--- src/rtl/acc_cpu.sv ---
module acc_cpu #(
  parameter int DW = 8,
  parameter int AW = 5
) (
  input  logic          clk,
  input  logic          rst,
  input  logic          ld_en,
  input  logic [AW-1:0] ld_addr,
  input  logic [DW-1:0] ld_data,
  output logic [AW-1:0] pc,
  output logic [AW-1:0] mar,
  output logic [DW-1:0] mdr,
  output logic [DW-1:0] ir,
  output logic [DW-1:0] acc,
  output logic [2:0]    step,
  output logic          halted,
  output logic          carry
);
  localparam int DEPTH = 1 << AW;
  localparam int OPW   = DW - AW;
  localparam logic [OPW-1:0] OP_HLT = OPW'(0);
  localparam logic [OPW-1:0] OP_ADD = OPW'(1);
  localparam logic [OPW-1:0] OP_ST  = OPW'(2);
  localparam logic [OPW-1:0] OP_LD  = OPW'(5);
  localparam logic [2:0] S_INC = 3'd0, S_P2M = 3'd1, S_RD1 = 3'd2, S_IR = 3'd3,
                         S_ADR = 3'd4, S_RD2 = 3'd5, S_EXE = 3'd6, S_HLT = 3'd7;

  logic [DW-1:0] mem [DEPTH];
  logic [DW-1:0] rd;
  logic [OPW-1:0] op;
  logic [DW:0] sum;

  assign rd  = mem[mar];
  assign op  = ir[DW-1:AW];
  assign sum = {1'b0, acc} + {1'b0, mdr};

  always_ff @(posedge clk) begin
    if (rst) begin
      if (ld_en) mem[ld_addr] <= ld_data;
    end else if (step == S_EXE && op == OP_ST) begin
      mem[mar] <= mdr;
    end
  end

  always_ff @(posedge clk) begin
    if (rst) begin
      pc <= '0; mar <= '0; mdr <= '0; ir <= '0; acc <= '0;
      step <= S_INC; halted <= 1'b0; carry <= 1'b0;
    end else begin
      case (step)
        S_INC: begin pc <= pc + 1'b1; step <= S_P2M; end
        S_P2M: begin mar <= pc; step <= S_RD1; end
        S_RD1: begin mdr <= rd; step <= S_IR; end
        S_IR:  begin ir <= mdr; step <= S_ADR; end
        S_ADR: begin
          if (op == OP_HLT) begin
            step <= S_HLT; halted <= 1'b1;
          end else begin
            mar <= ir[AW-1:0]; step <= S_RD2;
          end
        end
        S_RD2: begin mdr <= (op == OP_ST) ? acc : rd; step <= S_EXE; end
        S_EXE: begin
          if (op == OP_LD) acc <= mdr;
          else if (op == OP_ADD) begin acc <= sum[DW-1:0]; carry <= sum[DW]; end
          step <= S_INC;
        end
        default: ;
      endcase
    end
  end

  p_pc_inc_r3: assert property (@(posedge clk) disable iff (rst)
    step == S_INC |=> pc == AW'($past(pc) + 1'b1));
  p_ir_from_mdr_r3: assert property (@(posedge clk) disable iff (rst)
    step == S_IR |=> ir == $past(mdr));
  p_mar_operand_r4: assert property (@(posedge clk) disable iff (rst)
    (step == S_ADR && op != OP_HLT) |=> mar == $past(ir[AW-1:0]));
  p_wrap_r4: assert property (@(posedge clk) disable iff (rst)
    step == S_EXE |=> step == S_INC);
  p_store_mdr_r7: assert property (@(posedge clk) disable iff (rst)
    (step == S_RD2 && op == OP_ST) |=> mdr == $past(acc));
  p_halt_freeze_r8: assert property (@(posedge clk) disable iff (rst)
    halted |=> halted && $stable(pc) && $stable(acc) && $stable(mar) && $stable(mdr) && step == S_HLT);
  p_acc_only_exe_r9: assert property (@(posedge clk) disable iff (rst)
    step != S_EXE |=> $stable(acc) && $stable(carry));
endmodule

--- config.mk ---
export PLATFORM = sky130hd
export DESIGN_NAME = acc_cpu
export DESIGN_NICKNAME = d
export VERILOG_FILES = /design/src/rtl/acc_cpu.sv
export SDC_FILE = /design/constraint.sdc
export NUM_CORES = 1
export LEC_CHECK = 0
export BUFFER_PORTS_ARGS = -buffer_cell sky130_fd_sc_hd__buf_2
export CAP_MARGIN = 10
export CELL_PAD_IN_SITES_DETAIL_PLACEMENT = 1
export CELL_PAD_IN_SITES_GLOBAL_PLACEMENT = 1
export CORE_UTILIZATION = 57
export DETAILED_ROUTE_END_ITERATION = 8
export GPL_TIMING_DRIVEN = 0
export PLACE_DENSITY = 0.95
export SYNTH_ARGS = -nofsm -noshare
export SYNTH_HDL_FRONTEND = slang
export SYNTH_SLANG_ARGS = --single-unit
--- constraint.sdc ---
create_clock -name clk -period 5.9 [get_ports clk]
set_input_delay 0.59 -clock clk [delete_from_list [all_inputs] [get_ports clk]]
set_output_delay 0.59 -clock clk [all_outputs]
set_load 0.01 [all_outputs]
After elaboration in Yosys (flattened, before gate mapping)
Memories as Yosys holds them, arrays and structs flattened. A register that Yosys moved wholly into a read port is not among the register bits. Cells that the tools add are included.

Flip-flop bits (word level): 39. Bits in writable memories: 256. Input port bits: 16. Output and inout port bits: 39. Word-level logic and storage cells: 53. Memories: 1.

Add/subtract/negate cells: 2. Equal/unequal tests: 10. Multiplexer cells: 19. Bitwise operators: 1. Reduce and logical (&&, ||, !) cells: 12.

Memories: mem (words 32, bits a word 8, read ports 1, clocked after memory_dff 1, write ports 1, line 28) `logic [DW-1:0] mem [DEPTH];`.

Operators by type and width (number): two-way mux 8 bit (4); case mux 3 bit (7 select lines) (1); two-way mux 5 bit (4); case mux 8 bit (2 select lines) (1); == test 3 bit (second input constant) (4); case mux 5 bit (2 select lines) (1); adder 8 x 8 -> 9 bit (1); == test 3 x 2 -> 1 bit (second input constant) (3); OR reduction 8 bit (1); two-way mux 1 bit (7); nonzero test 7 bit (1); == test 3 x 1 -> 1 bit (second input constant) (2); zero test 3 bit (2); AND reduction 2 bit (3); nonzero test 2 bit (3); adder 5 x 1 -> 5 bit (second input constant) (1); AND reduction 3 bit (1); two-way mux 2 bit (1); != test 2 bit (second input constant) (1); logical AND 1 bit (1); NOT 1 bit (1).

Longest topological paths before layout
Gate-level depths: netlist of the first run.

Depth after elaboration: 7. Gate-level depth with buffers: 8. Mapped depth without buffers: 7.

Worst setup path after synthesis of the first run
No wires, ideal clock.

Path type: register to register. Start: register ir[7]. End: memory mem[0][3] (data pin). Library setup time: 362 ps. Data arrival time: 2504 ps. Setup slack: 3034 ps. Cell stages (with the launch flop): 8. Buffers on the path: 4. Period minus slack after synthesis: 2866 ps. Cells stage by stage: dfxtp_1 > buf_6 > or3b_1 > or3_1 > buf_6 > buf_6 > buf_2 > o21ai_1.

Word-level cells in the longest chain between the ends: 7.

Ends and longest elaborated chain: from (decl) (line 13) `output logic [DW-1:0] ir,`; from (signal assigned) (line 47) `pc <= '0; mar <= '0; mdr <= '0; ir <= '0; acc <= '0;`; from (signal assigned) (line 54) `S_IR: begin ir <= mdr; step <= S_ADR; end`; == test 3 x 2 -> 1 bit (line 40) `end else if (step == S_EXE && op == OP_ST) begin`; logical AND 1 bit (line 40); two-way mux 1 bit (line 40); two-way mux 1 bit (line 38) `if (rst) begin`; two-way mux 1 bit (implied by the code) (line 41) `mem[mar] <= mdr;`; OR reduction 8 bit (no source line); two-way mux 8 bit (no source line); to (decl) (line 28).

Every way passes these cells.

Final worst setup path of the first run
Start: register ir[6]. End: memory mem[28][3], enable pin.

Word-level cells in the longest chain between the ends: 7. Elaborated cells on any way between the ends: 8. Those cells by class: 1 x eq/ne; 5 x mux; 2 x reduce/logical.

Ends and longest elaborated chain (line): == test 3 x 2 -> 1 bit (*) (40); logical AND 1 bit (*) (40); two-way mux 1 bit (*) (40); two-way mux 1 bit (*) (38); two-way mux 1 bit (implied by the code) (*) (41); OR reduction 8 bit (no source line); two-way mux 5 bit (no source line) or two-way mux 1 bit (tied branches).

Every way passes the cells marked *; elsewhere a longest branch is shown, timed or not.

==> results.json, run 1 <==
{
  "grt_pass1_vias": 7834,
  "wirelength_microns": 34600,
  "synth_area_leaders": "edfxtp_1 (62%), mux4_2 (12%), dfxtp_1 (7.1%), mux2i_1 (2.5%), nor2_1 (2.1%)",
  "port_buffers": 53,
  "grt_pass1_wl_microns": 49500,
  "antenna_found_initial": 0,
  "first_iter_violations": 653,
  "setup_viol": 0,
  "clock_path_buffers": 3,
  "grt_max_degree": 33,
  "drt-met1-wl_microns": 12900,
  "cts_tree": "yes",
  "wl_met3_microns": 2350,
  "met2WireLength_microns": 17700,
  "period_needed_ns": 3.54,
  "die_y_microns": 150,
  "maxUsedRoutingLayer": "met4",
  "path_cells": "or3b_1 -> nor3_2 -> nor3_1 -> a21oi_1 -> nor2_1",
  "power_switching_mw": 1.03,
  "die_area_sq_um": 22400,
  "syn_nets": 766,
  "synth_edf_count": 256,
  "yosys.area.top_type": "edfxtp_1",
  "p_clk_share_pct": 41.4,
  "overflow": 0,
  "htreeDepth": 1,
  "firstDrtPassIters": 5,
  "rows": 53,
  "critPathLaunchType": "flop",
  "switching_share_pct": 22.7,
  "gp_congestion": 0.889,
  "timing.final.crit_share_pct": 60.0,
  "rsz0062_at_grt": "no",
  "diodes": 0,
  "drive_above_1_share_pct": 25.8,
  "hold_path.class": "flop to flop",
  "synthAdderAreaFrac_pct": 1.07,
  "hold_viol": 0,
  "post_cts_resized": 0,
  "clock.fmax_mhz": 282,
  "dp_hpwl_microns": 22400,
  "utilization_pct": 66.6,
  "cts-root-buf": "clkbuf_16",
  "netlist_area_sq_um": 12400,
  "crit_path_max_incr_delay_ns": 0.90,
  "path_clk_slew_ns": 0.06,
  "via_per_inst": 6.75,
  "cp_slowest_cell": "a21oi_1",
  "fin_setup_tns_ns": 0,
  "intPower_mw": 3.50,
  "final_nets": 856,
  "worst_pin_slew_ns": 1.13,
  "max_cap_violations": 0,
  "ctsHoldBuffers": 0,
  "skew_ns": 0.0185,
  "synth_top_family_by_area": "multiplexers",
  "syn_area_per_cell_sq_um": 16.8,
  "slew_headroom_pct": 24.3,
  "drcViolationCount": 0,
  "worst-path-max-fanout": 10,
  "io_pins": 55,
  "wire_per_inst_microns": 30.7,
  "dieWidth_microns": 150,
  "p_leak_nw": 4.70,
  "finalInstanceArea_sq_um": 14100,
  "synth_commonest_cells": "edfxtp_1 (256), nor2_1 (70), mux4_2 (64)",
  "crit_required_ns": 6.08,
  "synth-compound-area-share_pct": 5.00,
  "critPathArrivalTime_ns": 3.72,
  "cts_made_buffers": 30,
  "worstSkewPairLatency_ns": 0.56,
  "muxShareOfSynthArea_pct": 15.2,
  "maxSlewViolCount": 0,
  "power_frac_comb_pct": 6.7,
  "ys_warn_count": 0,
  "crit_type": "flop to flop",
  "synthArstFlopShare_pct": 0,
  "seq_area_frac_synth_pct": 68.9,
  "ys_types": 58,
  "area_growth_pct": 13.6,
  "power_frac_seq_pct": 51.9,
  "core-area_sq_um": 21200,
  "vias": 7611,
  "synth_xor_area_share_pct": 0.352,
  "post_cts_buffers": 0,
  "yosys.area_share.simple_pct": 7.56,
  "endpoint_kind": "flop",
  "synth_most_common_cell": "edfxtp_1",
  "synth_top_area_share_pct": 61.8,
  "synth_flop_cell": "edfxtp_1",
  "track_usage_pct": 31.1,
  "place_area_sq_um": 13100,
  "synth-seq-cells": 300,
  "drtAntennaViolNets": 0,
  "synthesis.instances": 740,
  "start_util_pct": 58.6,
  "vdd_ir_drop_max_uv": 288,
  "power.density_nw_per_um2": 320,
  "run_status": "finished clean",
  "clock_sinks": 300,
  "hold_ws_ns": 0.471
}
==> stage by stage <==
step	power [mW]	std cells	setup WS [ns]
floorplan	2.57	740	3.03
global placement	2.65	1068	1.71
detailed placement	2.68	1070	2.48
CTS	4.50	1124	2.62
global route	4.61	1127	2.38
finish	4.52	1127	2.36
==> layout make-up <==
type	count	area, sq um
sequential	300	8570
timing repair buffer	58	378
buffer	38	203
tap	275	344
clock buffer	30	751
multi-input combinational	393	3630
inverter	9	33.8
fill	1846	7100
clock inverter	24	214
==> layer usage <==
metal  up-vias  global-route usage (%)
met4         0                    14.6
li1       3131                       -
met1      3930                    39.5
met2       435                    52.8
met5         -                       0
met3       115                    4.88
==> logic make-up after synthesis <==
| kind of cell | after synthesis |
|---|---|
| flip-flops | 300 |
| AND/OR/NAND/NOR | 187 |
| multiplexers | 107 |
| AO/OA/AOI/OAI | 84 |
| buffers and inverters | 47 |
| adder cells (fa/ha/maj) | 10 |
| XOR/XNOR | 5 |
==> sequential cells by signal (all words and copies together), names as in the netlist, named ones only <==
register	cells
mdr	8
mem	256
halted	1
pc	5
carry	1
mar	5
acc	8
step	3
ir	8
==> path summary, 6_finish.rpt <==
| kind | from | end | slack (ns) | cells after the start |
|---|---|---|---|---|
| min | halted$_SDFFE_PP0P_ | halted$_SDFFE_PP0P_ | 0.47 | 2 |
| min reg2reg | halted$_SDFFE_PP0P_ | halted$_SDFFE_PP0P_ | 0.47 | 2 |
| max reg2reg | ir[6]$_SDFFE_PP0P_ | mem[28][3]$_DFFE_PP_ | 2.36 | 5 |
| max | ir[6]$_SDFFE_PP0P_ | mem[28][3]$_DFFE_PP_ | 2.36 | 5 |
==> worst max-delay path, delay by kind of cell, from the launching register on <==
family | cells | cell delay, ns
AND/OR/NAND/NOR | 4 | 1.82
AO/OA/AOI/OAI | 1 | 0.90
flip-flops | 1 | 0.44
==> placed cells by master, fill, tap and decap left out, types with 10 or more instances in the layout <==
cell type,count
dfxtp_1,44
nor2_1,70
clkbuf_1,12
o22ai_1,11
mux4_2,64
buf_2,65
clkinv_1,10
mux2i_1,31
nor2b_1,14
nand3_1,20
nand2_1,35
mux2_2,12
clkbuf_16,30
edfxtp_1,256
a211oi_1,13
a21oi_1,16
==> power groups by stage <==
| stage | Combinational, mW | Sequential [mW] | Clock, mW |
|---|---|---|---|
| floorplan | 0.179 | 2.39 | 0 |
| global placement | 0.263 | 2.39 | 0 |
| detailed placement | 0.286 | 2.39 | 0 |
| CTS | 0.292 | 2.35 | 1.86 |
| global route | 0.320 | 2.35 | 1.94 |
| finish | 0.304 | 2.35 | 1.87 |
No activity file was read; power rests on OpenSTA's default activity.
==> inputs of run 2 (changes only) <==
Settings changed: CORE_UTILIZATION 57 to 53, PLACE_DENSITY 0.95 to 0.92.
Clock period 5.9 ns to 3.35 ns, I/O delays scaled along.
==> run 2 against run 1 <==
  * Global-route usage is 1.7 points lower
  * Sequential power is 76% higher
  * Worst hold slack worse by 0.072 ns
  * Utilization is 4.6 points lower
==> results.json, run 2 (synthesis gave the netlist of run 1 again) <==
{
  "hold_path.class": "input pin to flop",
  "seqCellArea_sq_um": 8570,
  "run_status": "finished clean",
  "wirelength_microns": 35000,
  "cp_slowest_cell": "nor2_1",
  "timing.final.crit_share_pct": 97.3,
  "dp_hpwl_microns": 22700,
  "overflow": 0,
  "port_buffers": 53,
  "crit_top_cell": "nor2_1",
  "grt_max_degree": 33,
  "largest_reg_flops": 256,
  "skew_ns": 0.0221,
  "worstSkewPairLatency_ns": 0.56,
  "p_leak_nw": 4.69,
  "critPathArrivalTime_ns": 3.43,
  "nFillCells": 2046,
  "crit_required_ns": 3.52,
  "worst_pin_slew_ns": 1.21,
  "grt_pass1_vias": 7915,
  "hold_ws_ns": 0.400,
  "die_y_microns": 155,
  "die_area_sq_um": 24100,
  "wire_per_inst_microns": 30.0,
  "finalInstanceArea_sq_um": 14200,
  "slew_headroom_pct": 19.1,
  "clock_path_buffers": 3,
  "endpoint_kind": "flop",
  "multi_input_area_sq_um": 3640,
  "start_util_pct": 54.4,
  "drtAntennaViolNets": 0,
  "final_nets": 856,
  "power.density_nw_per_um2": 558,
  "cts_tree": "yes",
  "setup_viol": 0,
  "track_usage_pct": 29.5,
  "max_cap_violations": 0,
  "rows": 55,
  "mostFrequentLayoutCells": "edfxtp_1 (256), nor2_1 (70), buf_2 (65)",
  "path_clk_slew_ns": 0.06,
  "via_per_inst": 6.54,
  "critPathLaunchType": "flop",
  "crit_path_max_incr_delay_ns": 1.01,
  "antenna_found_initial": 2,
  "grt_pass1_wl_microns": 51000,
  "drcViolationCount": 0,
  "gp_congestion": 0.908,
  "maxSlewViolCount": 0,
  "clock_sinks": 300,
  "period_needed_ns": 3.26,
  "vdd_ir_drop_max_uv": 686,
  "dieWidth_microns": 155,
  "layout_commonest_cell": "edfxtp_1",
  "rsz0062_at_grt": "no",
  "first_iter_violations": 775,
  "htreeDepth": 1,
  "drive_above_1_share_pct": 25.4,
  "vias": 7636,
  "worst-path-max-fanout": 10,
  "path_cells": "or3b_1 -> or3_1 -> buf_6 -> nor2_1 -> a32oi_2 -> nor2_1",
  "area_growth_pct": 13.9,
  "core-area_sq_um": 22800,
  "crit_type": "flop to flop",
  "cts-root-buf": "clkbuf_16",
  "hold_viol": 0,
  "firstDrtPassIters": 5,
  "finalPower_mw": 7.90,
  "place_area_sq_um": 13100,
  "clock.fmax_mhz": 307,
  "cts_made_buffers": 30,
  "regMostFlops": "mem",
  "io_pins": 55
}
run 2: cell type report:
class / count / area share (%)
Clock buffer: 41 / 5.59
Tap cell: 313 / 2.77
Inverter: 9 / 0.239
Clock inverter: 15 / 0.981
Sequential cell: 300 / 60.5
Multi-Input combinational cell: 393 / 25.7
Antenna cell: 1 / 0.0177
Buffer: 38 / 1.43
Timing Repair Buffer: 58 / 2.76
run 2: what timing repair did:
item	in CTS	in global routing
hold buffers	0	0
hold endpoints to repair	0	0
resized for setup	0	2
setup buffers	0	0
setup endpoints to repair	0	35
run 2: stage by stage:
step	setup TNS [ns]	instances	util, %	setup WS [ns]
after CTS	0	1164	61.6	0.128
after global placement	-46.52	1106	57.3	-0.737
after floorplan	0	740	-	0.484
after detailed placement	0	1108	57.6	0.131
after global routing	0	1168	62.0	0.0337
final	0	1168	62.0	0.0892
run 2: worst max-delay path: cells and delay by family (launching register included):
kind	cells	cell delay, ns
AO/OA/AOI/OAI	1	0.23
buffers and inverters	1	0.17
AND/OR/NAND/NOR	4	2.04
flip-flops	1	0.44
run 2: path summary, 6_finish.rpt:
path	endpoint	slack [ns]	start	cells after the start
max	mem[30][2]$_DFFE_PP_	0.09	ir[6]$_SDFFE_PP0P_	6
min	acc[6]$_SDFFE_PP0P_	0.40	rst	2
max reg2reg	mem[30][2]$_DFFE_PP_	0.09	ir[6]$_SDFFE_PP0P_	6
min reg2reg	halted$_SDFFE_PP0P_	0.48	halted$_SDFFE_PP0P_	2
run 2: power breakdown:
group,internal [mW],switching [mW]
clock,1.81,1.40
sequential,4.09,0.0524
combinational,0.207,0.337
total,6.11,1.79
run 2: layer usage:
metal	vias to the layer above	part of all wire, %	global-route usage, %	routed length, microns
met3	112	8.1	6.21	2830
met2	444	50	50.3	17700
met1	3950	38	36.9	13200
met5	-	0.029	0	10
met4	2	3.6	12.1	1260
li1	3128	-	-	-
